==> config.mk <==
export PLATFORM = sky130hd
export DESIGN_NAME = burst_addr_gen
export DESIGN_NICKNAME = d
export VERILOG_FILES = /design/src/rtl/burst_addr_pkg.sv /design/src/rtl/burst_legal_chk.sv /design/src/rtl/burst_step_calc.sv /design/src/rtl/burst_beat_ctr.sv /design/src/rtl/burst_addr_gen.sv
export SDC_FILE = /design/constraint.sdc
export NUM_CORES = 1
export LEC_CHECK = 0
export BUFFER_PORTS_ARGS = -buffer_cell sky130_fd_sc_hd__buf_4
export CAP_MARGIN = 20
export CORE_AREA = 2 2 112 114
export DETAILED_ROUTE_END_ITERATION = 16
export DIE_AREA = 0 0 114 116
export GPL_ROUTABILITY_DRIVEN = 0
export PLACE_DENSITY = 0.78
export SLEW_MARGIN = 20
export SYNTH_ARGS = -nofsm -noshare
export SYNTH_HDL_FRONTEND = slang
export SYNTH_SLANG_ARGS = --single-unit
==> constraint.sdc <==
create_clock -name clk -period 3.03 [get_ports clk]
set_input_delay 0.1515 -clock clk [delete_from_list [all_inputs] [get_ports clk]]
set_output_delay 0.1515 -clock clk [all_outputs]
set_load 0.02 [all_outputs]
==> src/rtl/burst_addr_pkg.sv <==
package burst_addr_pkg;

  typedef enum logic [1:0] {
    BK_FIXED = 2'b00,
    BK_INCR  = 2'b01,
    BK_WRAP  = 2'b10,
    BK_RSVD  = 2'b11
  } burst_kind_e;

endpackage

==> src/rtl/burst_legal_chk.sv <==
module burst_legal_chk
  import burst_addr_pkg::*;
#(
  parameter int ADDR_W         = 32,
  parameter int LEN_W          = 4,
  parameter int SIZE_W         = 3,
  parameter int PAGE_BITS      = 12,
  parameter int MAX_WRAP_BEATS = 16
) (
  input  logic [ADDR_W-1:0] addr_i,
  input  logic [LEN_W-1:0]  len_i,
  input  logic [SIZE_W-1:0] size_i,
  input  burst_kind_e       kind_i,
  output logic              illegal_o
);

  localparam int PAGE_HI = ADDR_W - 1;

  logic [ADDR_W-1:0] beats_w;
  logic [ADDR_W-1:0] span_w;
  logic [ADDR_W-1:0] last_byte;
  logic [ADDR_W-1:0] size_mask;
  logic              page_cross;
  logic              wrap_len_ok;
  logic              wrap_align_ok;

  always_comb begin
    beats_w       = ADDR_W'(len_i) + ADDR_W'(1);
    span_w        = beats_w << size_i;
    last_byte     = addr_i + span_w - ADDR_W'(1);
    page_cross    = addr_i[PAGE_HI:PAGE_BITS] != last_byte[PAGE_HI:PAGE_BITS];
    size_mask     = (ADDR_W'(1) << size_i) - ADDR_W'(1);
    wrap_align_ok = (addr_i & size_mask) == '0;
    wrap_len_ok   = (len_i != '0)
                  && ((beats_w & (beats_w - ADDR_W'(1))) == '0)
                  && (beats_w <= ADDR_W'(MAX_WRAP_BEATS));
    unique case (kind_i)
      BK_FIXED: illegal_o = 1'b0;
      BK_INCR:  illegal_o = page_cross;
      BK_WRAP:  illegal_o = !(wrap_len_ok && wrap_align_ok);
      default:  illegal_o = 1'b1;
    endcase
  end

  always_comb begin
    if (kind_i == BK_FIXED) begin
      AST_FIXED_ALWAYS_LEGAL: assert (!illegal_o);
    end
  end

endmodule

==> src/rtl/burst_step_calc.sv <==
module burst_step_calc
  import burst_addr_pkg::*;
#(
  parameter int ADDR_W = 32,
  parameter int LEN_W  = 4,
  parameter int SIZE_W = 3
) (
  input  logic [ADDR_W-1:0] cur_addr_i,
  input  logic [LEN_W-1:0]  len_i,
  input  logic [SIZE_W-1:0] size_i,
  input  burst_kind_e       kind_i,
  output logic [ADDR_W-1:0] nxt_addr_o
);

  logic [ADDR_W-1:0] step_w;
  logic [ADDR_W-1:0] incr_addr;
  logic [ADDR_W-1:0] win_mask;
  logic [ADDR_W-1:0] wrap_addr;

  always_comb begin
    step_w    = ADDR_W'(1) << size_i;
    incr_addr = cur_addr_i + step_w;
    win_mask  = ((ADDR_W'(len_i) + ADDR_W'(1)) << size_i) - ADDR_W'(1);
    wrap_addr = (cur_addr_i & ~win_mask) | (incr_addr & win_mask);
    unique case (kind_i)
      BK_INCR: nxt_addr_o = incr_addr;
      BK_WRAP: nxt_addr_o = wrap_addr;
      default: nxt_addr_o = cur_addr_i;
    endcase
  end

endmodule

==> src/rtl/burst_beat_ctr.sv <==
module burst_beat_ctr #(
  parameter int LEN_W = 4
) (
  input  logic             clk,
  input  logic             rst_n,
  input  logic             clear_i,
  input  logic             step_i,
  input  logic [LEN_W-1:0] len_i,
  output logic             at_end_o
);

  logic [LEN_W-1:0] cnt_q;
  logic [LEN_W-1:0] cnt_d;
  logic             cnt_en;

  always_comb begin
    cnt_en = clear_i || step_i;
    cnt_d  = clear_i ? '0 : cnt_q + LEN_W'(1);
  end

  always_ff @(posedge clk or negedge rst_n) begin
    if (!rst_n) begin
      cnt_q <= '0;
    end else if (cnt_en) begin
      cnt_q <= cnt_d;
    end
  end

  assign at_end_o = cnt_q == len_i;

  AST_BEAT_WITHIN_LEN: assert property (@(posedge clk) disable iff (!rst_n)
    cnt_q <= len_i);

endmodule

==> src/rtl/burst_addr_gen.sv <==
module burst_addr_gen
  import burst_addr_pkg::*;
#(
  parameter int ADDR_W    = 32,
  parameter int LEN_W     = 4,
  parameter int SIZE_W    = 3,
  parameter int PAGE_BITS = 12
) (
  input  logic              clk,
  input  logic              rst_n,
  input  logic              start_i,
  input  logic              advance_i,
  input  logic [ADDR_W-1:0] addr_i,
  input  logic [LEN_W-1:0]  len_i,
  input  logic [SIZE_W-1:0] size_i,
  input  logic [1:0]        kind_i,
  output logic [ADDR_W-1:0] addr_o,
  output logic              last_o,
  output logic              err_o
);

  burst_kind_e       kind_in;
  burst_kind_e       kind_q, kind_d;
  logic [ADDR_W-1:0] addr_q, addr_d, nxt_addr;
  logic [LEN_W-1:0]  len_q, len_d;
  logic [SIZE_W-1:0] size_q, size_d;
  logic              active_q, active_d;
  logic              err_q, err_d;
  logic              illegal;
  logic              at_end;
  logic              beat_step;
  logic              desc_en;

  assign kind_in = burst_kind_e'(kind_i);

  burst_legal_chk #(
    .ADDR_W   (ADDR_W),
    .LEN_W    (LEN_W),
    .SIZE_W   (SIZE_W),
    .PAGE_BITS(PAGE_BITS)
  ) u_legal (
    .addr_i   (addr_i),
    .len_i    (len_i),
    .size_i   (size_i),
    .kind_i   (kind_in),
    .illegal_o(illegal)
  );

  burst_step_calc #(
    .ADDR_W(ADDR_W),
    .LEN_W (LEN_W),
    .SIZE_W(SIZE_W)
  ) u_step (
    .cur_addr_i(addr_q),
    .len_i     (len_q),
    .size_i    (size_q),
    .kind_i    (kind_q),
    .nxt_addr_o(nxt_addr)
  );

  assign beat_step = advance_i && active_q && !at_end && !start_i;

  burst_beat_ctr #(
    .LEN_W(LEN_W)
  ) u_ctr (
    .clk     (clk),
    .rst_n   (rst_n),
    .clear_i (start_i),
    .step_i  (beat_step),
    .len_i   (len_q),
    .at_end_o(at_end)
  );

  // next-state
  always_comb begin
    desc_en  = start_i;
    len_d    = len_i;
    size_d   = size_i;
    kind_d   = kind_in;
    addr_d   = addr_q;
    active_d = active_q;
    err_d    = err_q;
    if (start_i) begin
      addr_d   = addr_i;
      err_d    = illegal;
      active_d = !illegal;
    end else if (advance_i && active_q) begin
      if (at_end) begin
        active_d = 1'b0;
      end else begin
        addr_d = nxt_addr;
      end
    end
  end

  // registers
  always_ff @(posedge clk or negedge rst_n) begin
    if (!rst_n) begin
      addr_q   <= '0;
      active_q <= 1'b0;
      err_q    <= 1'b0;
    end else begin
      addr_q   <= addr_d;
      active_q <= active_d;
      err_q    <= err_d;
    end
  end

  always_ff @(posedge clk or negedge rst_n) begin
    if (!rst_n) begin
      len_q  <= '0;
      size_q <= '0;
      kind_q <= BK_FIXED;
    end else if (desc_en) begin
      len_q  <= len_d;
      size_q <= size_d;
      kind_q <= kind_d;
    end
  end

  assign addr_o = addr_q;
  assign last_o = active_q && at_end;
  assign err_o  = err_q;

  // checking aids
  logic              mid_step;
  logic [ADDR_W-1:0] beat_bytes;
  logic [ADDR_W-1:0] win_lo_mask;
  assign mid_step    = advance_i && active_q && !start_i && !last_o;
  assign beat_bytes  = ADDR_W'(1) << size_q;
  assign win_lo_mask = ~(((ADDR_W'(len_q) + ADDR_W'(1)) << size_q) - ADDR_W'(1));

  AST_START_LOADS: assert property (@(posedge clk) disable iff (!rst_n)
    start_i |=> addr_o == $past(addr_i));
  AST_FIXED_HOLD: assert property (@(posedge clk) disable iff (!rst_n)
    (mid_step && kind_q == BK_FIXED) |=> $stable(addr_o));
  AST_INCR_STEP: assert property (@(posedge clk) disable iff (!rst_n)
    (mid_step && kind_q == BK_INCR) |=> addr_o == $past(addr_o) + $past(beat_bytes));
  AST_INCR_SAME_PAGE: assert property (@(posedge clk) disable iff (!rst_n)
    (mid_step && kind_q == BK_INCR) |=> $stable(addr_o[ADDR_W-1:PAGE_BITS]));
  AST_WRAP_IN_WINDOW: assert property (@(posedge clk) disable iff (!rst_n)
    (mid_step && kind_q == BK_WRAP) |=> (addr_o & win_lo_mask) == $past(addr_o & win_lo_mask));
  AST_REJECT_NO_LAST: assert property (@(posedge clk) disable iff (!rst_n)
    err_o |-> !last_o);
  AST_IDLE_HOLD: assert property (@(posedge clk) disable iff (!rst_n)
    (!start_i && !(advance_i && active_q)) |=> $stable(addr_o) && $stable(last_o));

endmodule

* After elaboration in Yosys (flattened, before gate mapping) *
Cells that the tools add are included.

operators by class
  bitwise gates (word level) = 6
  equal/unequal tests = 7
  reduce and logical (&&, ||, !) cells = 21
  add/subtract/negate cells = 9
  shift operators = 4
  mux-type cells = 9
  magnitude comparators = 1
  multiply operators = 0
  div/mod/pow operators = 0

operator list
  operator                                               number
  bitwise AND 32 bit                                     4
  two-way mux 32 bit                                     3
  subtractor 32 x 1 -> 32 bit (second input constant)    3
  adder 32 bit                                           2
  logical NOT 32 bit                                     2
  one-hot mux 32 bit (2 select lines)                    1
  left shift 1 x 3 -> 32 bit (first input constant)      2
  left shift 32 x 3 -> 32 bit                            2
  <= comparator 32 x 5 -> 1 bit (second input constant)  1
  NOT 32 bit                                             1
  OR 32 bit                                              1
  subtractor 32 x 2 -> 32 bit (second input constant)    1
  != test 20 bit                                         1
  adder 4 x 1 -> 5 bit (second input constant)           2
  logical AND 1 bit                                      7
  adder 4 x 1 -> 4 bit (second input constant)           1
  == test 2 x 1 -> 1 bit (second input constant)         2
  == test 2 bit (second input constant)                  2
  == test 4 bit                                          1
  logical NOT 1 bit                                      4
  two-way mux 4 bit                                      1
  nonzero test 2 bit                                     2
  nonzero test 4 bit                                     1
  two-way mux 1 bit                                      3
  other kinds (7)                                        7

word-level totals
  memories kept = 0
  memory bits (writable) = 0
  word-level logic and storage cells = 64
  bits in latches = 0
  register bits = 47
  input bits = 45
  bits in read-only memories = 0

* Depth between registers and ports, before layout *
Gate-level depths: netlist of run 1.

  depth after elaboration = 11
  depth in mapped cells = 20
  gate-level depth less buffers = 20

* Hierarchy *
A second synthesis of run 1 with hierarchy kept.

unflattened totals
  cells, all modules = 971
  area total of the unflattened synthesis = 7731.2 um^2

modules (own cells, without submodules)
  module           area an instance (um^2)  instances  sequential area each (um^2)  cells each
  burst_legal_chk  2890.3                   1          0.0                          450
  burst_step_calc  2381.0                   1          0.0                          367
  burst_addr_gen   2225.9                   1          1076.0                       133
  burst_beat_ctr   234.0                    1          100.1                        21

* Worst setup path after synthesis of run 1 *
OpenSTA, ideal clock, no wires.

  kind = input to register
  start = input len_i[0]
  end = register err_q (netlist: err_o)
  library setup time = 130 ps
  arrival = 3615 ps
  slack = -715 ps
  cell stages on the path = 19
  data required time = 2900 ps
  cells stage by stage = ha_1 -> inv_1 -> ha_1 -> inv_1 -> o21ai_0 -> a21oi_1 -> a21oi_1 -> ha_1 -> inv_1 -> ha_1 -> nand3_1 -> or2_2 -> a211o_2 -> a221o_1 -> a32o_1 -> nor4_1 -> o2111ai_1 -> o41ai_2 -> nor2_1

between the ends
  word-level cells in the longest chain between the ends = 9

RTL lines
  what                                                  line                   source
  start, declared                                       burst_addr_gen.sv:14   input logic [LEN_W-1:0] len_i,
  branches (longest 8 deep; another with adder 32 bit)  --
  one-hot mux 1 bit (3 select lines) (*)                burst_legal_chk.sv:37  unique case (kind_i)
  end signal, assigned                                  burst_addr_gen.sv:105  err_q <= err_d;
  end, declared                                         burst_addr_gen.sv:28   logic err_q, err_d;

Every way passes the cells marked *.
A chain may end at the register's enable or synchronous reset.

* Worst setup path after layout of run 1 *
  start = input len_i[1]
  end = register active_q

between the ends
  word-level cells in the longest chain between the ends = 11

RTL lines
  what                                                  line                   source
  branches (longest 8 deep; another with adder 32 bit)  --
  one-hot mux 1 bit (3 select lines) (*)                burst_legal_chk.sv:37
  logical NOT 1 bit (*)                                 burst_addr_gen.sv:86   active_d = !illegal;
  two-way mux 1 bit (*)                                 burst_addr_gen.sv:83   if (start_i) begin
  end signal, assigned                                  burst_addr_gen.sv:104  active_q <= active_d;
  end, declared                                         burst_addr_gen.sv:27   logic active_q, active_d;

Marks and branches as above.

==> results of run 1 <==
## cell families (layout without fill, tap and decap cells)
family          count (synthesis)  after routing
xor+xnor                       63             63
fa+ha+maj                      59             59
flops                          47             47
compound gates                239            239
buf+inv                       121            279
mux                            37             37
simple gates                  290            290
## synth_stat cells, drive strengths merged (4+ instances only)
master	instances	area, um2
clkbuf	28	145
o2111ai	7	61.3
a21oi	65	329
nand2b	12	75.1
nor3	22	110
dfrtp	47	1180
o21a	17	128
nor2	53	199
nor2b	7	43.8
and4	4	35.0
mux2	11	124
xor2	23	201
and2	4	25.0
nor4	17	155
mux2i	25	250
nand3	17	85.1
or4	4	30.0
ha	58	726
inv	83	312
a31oi	9	71.3
o2111a	4	45.0
xnor2	40	350
o21bai	5	37.5
nor3b	5	37.5
and3	7	46.3
nand2	100	375
a211oi	6	45.0
nor4b	4	68.8
or2	5	31.3
nand4	22	138
buf	9	57.6
a211o	8	80.1
o211ai	9	67.6
o21ai	75	383
## path summary, 6_finish.rpt
check                                       from                    end  slack (ns)  cells past startpoint
max                                     len_i[1]   active_q$_DFFE_PN0P_       -0.53                     20
max in group asynchronous                  rst_n              async pin        2.19                      2
max reg2reg                size_q[0]$_DFFE_PN0P_               register       -0.07                     14
min in group asynchronous                  rst_n              async pin        0.41                      2
min                                    addr_i[5]               register        0.11                      3
min reg2reg                kind_q[0]$_DFFE_PN0P_  kind_q[0]$_DFFE_PN0P_        0.55                      1
## tightest hold or removal path, stage by stage
cell and delay (ns):
buf_4 0.10, nand2_1 0.04, o21ai_0 0.06
## area by class of cell
cell class                 instances  area (um2)
clock inverter                     2        12.5
clock buffer                       6         129
timing repair buffer             188        1470
multi-input combinational        688        5190
sequential                        47        1180
tap                              147         184
inverter                          83         314
fill                             919        3430
## power by group
group	total [mW]	switching (mW)	leakage [nW]	internal, mW
clock	0.551	0.246	0.0669	0.305
sequential	0.756	0.0722	0.568	0.683
combinational	1.70	0.928	3.14	0.776
total	3.01	1.25	3.78	1.76
## metrics by stage
stage               instance area, um2  utilization  setup slack [ns]  hold slack [ns]
global route                      8480        0.712            -0.666            0.111
global placement                  7970        0.669            -0.794            0.200
CTS                               8260        0.693            -0.458            0.102
finish                            8480        0.712            -0.532            0.109
floorplan                         6660            -            -0.491           -0.144
detailed placement                7970        0.669            -0.895            0.201
## per-layer routing
metal	part of all wire	up-vias
met5	0	-
met1	0.43	3311
li1	-	3389
met2	0.48	312
met3	0.059	42
met4	0.026	0
## timing repair
item,4_1_cts,5_1_grt
gates cloned,0,1
setup buffers,7,2
setup endpoints to repair,14,24
hold endpoints to repair,47,0
pin swaps,15,29
hold buffers,1,0
gates resized for setup,21,44
## cell usage in the layout (no fill, tap or decap), types with 9 or more instances in the layout
master	Yosys	final
o21ai_1	3	14
o21ai_0	70	53
nor2_1	53	51
inv_1	82	76
buf_4	1	181
nand3_1	17	16
o21a_1	17	17
ha_1	58	47
nand2b_1	12	12
mux2_2	11	11
xnor2_1	40	38
nor4_1	12	11
nor3_1	22	15
xor2_1	23	23
ha_4	0	10
nand4_1	22	22
o211ai_1	9	9
a21oi_1	64	58
nand2_1	100	100
mux2i_1	25	25
dfrtp_1	47	46
==> reports/results.tsv, run 1 <==
stage	metric	value	unit
setup_path	cp_top_family	compound AO/OA/AOI/OAI gates	
cells_and_area	fin_nets	1117	
global_route	gr-usage-met2	0.515	
drt	drtPass1Iterations	7	
run_status	status	complete, but fails checks	
synth	synthXorXnorAreaFrac	0.0854	
global_route	grt_util_all_layers	0.298	
synth	synth-simple-area-share	0.233	
floorplan	initial_core_util	0.542	
setup_path	critPathBufInv	3	
sta	min_period	3.56	ns
cts	clk_latency	0.29	ns
pwr	ir_drop	288	uV
synth	netlist-cell-type-count	82	
synth	synth_enable_flop_cells	0	
placement	place_inst	1142	
global_route	use_met1	0.399	
global_route	gr-total-overflow	0	
global_route	grt_pass1_wl	31900	um
synth	synth-main-ff-cell	dfrtp_1	
cts	cts_sinks	47	
synth	syn_nets	960	
drt	drc	0	
setup_path	cpMostUsedCell	ha_4	
synth	synth_top_family_by_area	compound AO/OA/AOI/OAI gates	
setup_path	timing_worst_setup_path_type	in -> reg	
hold_path	hp-class	in -> reg	
setup_path	crit_path_top_delay_cell	or4_4	
synth	syn_area_per_cell	7.55	um2
flow_run	drv_cap	0	
synth	synth-adder-area-share	0.115	
global_route	antenna_found_initial	0	
synth	synthMuxAreaShare	0.0614	
synth	async_reset_ff_frac	1.00	
sta	slew_headroom	0.466	
run_status	violations	setup timing	
synth	yosysSeqAreaShare	0.182	
drt	drtIter0Drc	587	
placement	port_buffers	78	
cts	cts_buffers	5	
setup_path	start_kind	input pin	
setup_path	cp_max_fo	5	
pwr	powerDensity	355	nW/um2
drt	via_per_inst	6.08	
global_route	grt_max_degree	67	
sta	finalSetupViolations	9	
drt	ant_nets	0	
sta	maxSlewViolCount	0	
sta	fin_skew	0.00597	ns
floorplan	fp.dieW	114	um
floorplan	core_area	11900	um2
setup_path	cp.required	3.26	ns
cells_and_area	fin_cells	1161	
cells_and_area	diodes	0	
setup_path	end_kind	register	
cts	clk_pin_slew	0.07	ns
sta	tightest_slew	0.800	ns
synth	yosys_warnings	0	
global_route	top_usage_layer	met2	
sta	fmax	0.281	GHz
setup_path	crit_chain	buf_6 -> ha_4 -> inv_2 -> ha_4 -> mux2i_1 -> nand2_1 -> o21ai_2 -> nand2_1 -> ha_1 -> inv_1 -> ha_4 -> a21oi_1 -> o211a_1 -> o21a_1 -> a211oi_2 -> or4_4 -> and2_4 -> o31a_1 -> o41ai_4 -> a31o_1	
sta	fin_ws	-0.532	ns
sta	hold_violations	0	
sta	period_share	1.18	
drt	drt-total-wl	20100	um
synth	synth-seq-cells	47	
synth	synth_area	6460	um2
global_route	grt_pass1_vias	6635	
drt	wl_per_cell	17.3	um
cts	htree_num_levels	2	
pwr	p_leak	3.78	nW
cts	clk_path_buf_depth	2	
cts	clock-root-buffer	clkbuf_16	
setup_path	cpPeakStageDelay	0.52	ns
floorplan	num_rows	40	
placement	dp.final_hpwl	15300	um
synth	netlist_instances	856	
cts	tritoncts	yes	
cells_and_area	areaGrowthSynthToFinish	31.3	%
setup_path	worst-endpoint-arrival	3.79	ns
floorplan	die_area	13200	um2
cells_and_area	drive_above_1_share	0.285	
floorplan	dieHeight	116	um
sta	rsz0062_at_grt	true	
pwr	total_power	3.01	mW
drt	vias	7054	
synth	synth_compound_area_frac	0.241	
floorplan	ioPinCount	79	
global_route	grt_use_met3	0.0214	
sta	fin_tns_setup	-1.28	ns
Note: power is estimated with default switching activity, not from simulation.
==> run 2: changes to the inputs <==
Settings changed: CTS_BUF_LIST set to sky130_fd_sc_hd__clkbuf_16, SKIP_LAST_GASP set to 1.
==> run 2 against run 1 <==
Core utilization decreased by 0.074 points. Sequential share of layout area about the same. Maximum frequency increased by 0.29%. Power decreased by 0.17%. Final cell count unchanged. Via count about the same. Non-clock buffer count unchanged. Hold slack improved by 0.0024 ns. Sequential cell count unchanged. Critical endpoint unchanged. Wire length decreased by 0.12%. The run still ends with setup timing left. Critical path depth unchanged.
==> reports/results.tsv, run 2 (synthesized netlist as in run 1, its figures left out) <==
stage	metric	value	unit
cts	tritoncts	yes	
global_route	top_usage_layer	met2	
sta	fmax	0.282	GHz
cells_and_area	drive_above_1_share	0.283	
setup_path	worst-endpoint-arrival	3.78	ns
placement	dp.final_hpwl	15300	um
placement	port_buffers	78	
floorplan	die_area	13200	um2
cells_and_area	areaGrowthSynthToFinish	31.2	%
cts	clk_pin_slew	0.06	ns
drt	ant_nets	0	
floorplan	dieHeight	116	um
global_route	antenna_found_initial	0	
cells_and_area	final_common_cell	buf_4	
sta	maxSlewViolCount	0	
setup_path	cp.required	3.26	ns
setup_path	crit_chain	buf_6 -> ha_4 -> inv_2 -> ha_4 -> mux2i_1 -> nand2_1 -> o21ai_2 -> nand2_1 -> ha_1 -> inv_1 -> ha_4 -> a21oi_1 -> o211a_1 -> o21a_1 -> a211oi_2 -> or4_4 -> and2_1 -> o31a_1 -> o41ai_4 -> a31o_1	
hold_path	hp-class	in -> reg	
sta	finalSetupViolations	9	
setup_path	reg2reg_depth	14	
placement	dp_slack	-0.895	ns
drt	drtIter0Drc	629	
setup_path	cp_max_fo	5	
sta	slew_headroom	0.466	
cts	clk_path_buf_depth	2	
global_route	grt_use_met3	0.0214	
global_route	grt_pass1_vias	6635	
setup_path	cpMostUsedCell	ha_4	
drt	vias	7057	
drt	drt-total-wl	20100	um
pwr	p_leak	3.78	nW
drt	drc	0	
floorplan	fp.dieW	114	um
cells_and_area	fin_area	8470	um2
sta	tightest_slew	0.801	ns
hold_path	hold_depth	3	
cts	cts_buffers	5	
sta	hold_violations	0	
setup_path	crit_path_top_delay_cell	or4_4	
cts	htree_num_levels	2	
cts	clk_latency	0.29	ns
sta	min_period	3.55	ns
setup_path	cp_top_family	compound AO/OA/AOI/OAI gates	
placement	dpl_cell_area	7970	um2
global_route	grt_util_all_layers	0.298	
setup_path	cpPeakStageDelay	0.52	ns
global_route	gr-total-overflow	0	
cells_and_area	nFillCells	917	
global_route	gr-usage-met2	0.515	
global_route	grt_max_degree	67	
global_route	grt_pass1_wl	31900	um
cells_and_area	fin_nets	1117	
setup_path	rrSetupSlack	-0.07	ns
sta	fin_skew	0.00583	ns
hold_path	min_from	addr_i[21]	
cells_and_area	diodes	0	
pwr	total_power	3.01	mW
run_status	violations	setup timing	
drt	via_per_inst	6.08	
cts	clock-root-buffer	clkbuf_16	
pwr	ir_drop	281	uV
setup_path	timing.rr.start	size_q[0]$_DFFE_PN0P_	
drt	drtPass1Iterations	5	
global_route	use_met1	0.399	
run_status	status	complete, but fails checks	
floorplan	core_area	11900	um2
sta	period_share	1.17	
setup_path	timing_worst_setup_path_type	in -> reg	
setup_path	end_kind	register	
drt	wl_per_cell	17.3	um
sta	rsz0062_at_grt	true	
floorplan	ioPinCount	79	
cts	cts_sinks	47	
pwr	powerDensity	355	nW/um2
setup_path	critPathBufInv	3	
cells_and_area	most-common-layout-cells	182 x buf_4, 100 x nand2_1, 77 x inv_1	
setup_path	start_kind	input pin	
sta	fin_tns_setup	-1.31	ns
floorplan	initial_core_util	0.542	
floorplan	num_rows	40	
sta	fin_ws	-0.522	ns
flow_run	drv_cap	0	
[run 2: cell types whose count changed in the layout (fill, tap and decap cells not counted), sizes merged]
cell / change
inv: +1
clkbuf: -1
[run 2: timing repair]
| action | 4_1_cts | 5_1_grt |
|---|---|---|
| hold buffers | 1 | 0 |
| pin swaps | 15 | 29 |
| hold endpoints to repair | 47 | 0 |
| endpoints found under the setup margin | 14 | 24 |
| gates resized for setup | 21 | 41 |
| buffers inserted | 7 | 2 |
| gates cloned | 0 | 1 |
[run 2: layout make-up]
| class | count | area [um2] | area share |
|---|---|---|---|
| clock buffer | 5 | 125 | 0.0148 |
| timing repair buffer | 188 | 1470 | 0.173 |
| inverter | 83 | 314 | 0.0371 |
| clock inverter | 3 | 16.3 | 0.00192 |
| tap | 147 | 184 | 0.0217 |
| sequential | 47 | 1180 | 0.139 |
| multi-input combinational | 688 | 5190 | 0.612 |
[run 2: power breakdown]
group	switching, mW	leakage, nW	internal (mW)
Clock	0.246	0.0710	0.302
Combinational	0.929	3.14	0.774
Sequential	0.0717	0.568	0.683
Total	1.25	3.78	1.76
[run 2: layer usage]
metal | vias up | wire length [um] | part of all wire
met5 | - | 0 | 0
met4 | 0 | 587 | 0.029
met3 | 52 | 1200 | 0.060
met2 | 308 | 9590 | 0.48
met1 | 3304 | 8680 | 0.43
li1 | 3393 | - | -
[run 2: metrics by stage]
stage | std cells | hold slack, ns | util
6_report | 1161 | 0.111 | 0.711
5_1_grt | 1161 | 0.111 | 0.711
4_1_cts | 1158 | 0.102 | 0.693
3_5_place_dp | 1142 | 0.201 | 0.669
3_3_place_gp | 1142 | 0.200 | 0.669
2_1_floorplan | 856 | -0.144 | -
[run 2: worst max-delay path by stage]
stage	start	endpoint	cells after the start
after floorplan	len_i[0]	active_q$_DFFE_PN0P_	20
after global placement	len_i[0]	active_q$_DFFE_PN0P_	21
after detailed placement	len_i[1]	active_q$_DFFE_PN0P_	20
after CTS	len_i[0]	active_q$_DFFE_PN0P_	20
after global routing	len_i[1]	err_o$_DFFE_PN0P_	21
final	len_i[1]	active_q$_DFFE_PN0P_	20
[run 2: worst register-to-register path, cell delays in order (launching register included)]
cell and delay [ns]:
dfrtp_2 0.45, nor3_4 0.24, ha_2 0.23, inv_2 0.04
fa_2 0.34, nor2b_2 0.12, o21a_1 0.16, o21ai_2 0.08
a21oi_2 0.19, o21ai_2 0.09, a211o_1 0.35, buf_12 0.18
nor4b_4 0.24, xnor2_1 0.16, mux2i_1 0.09
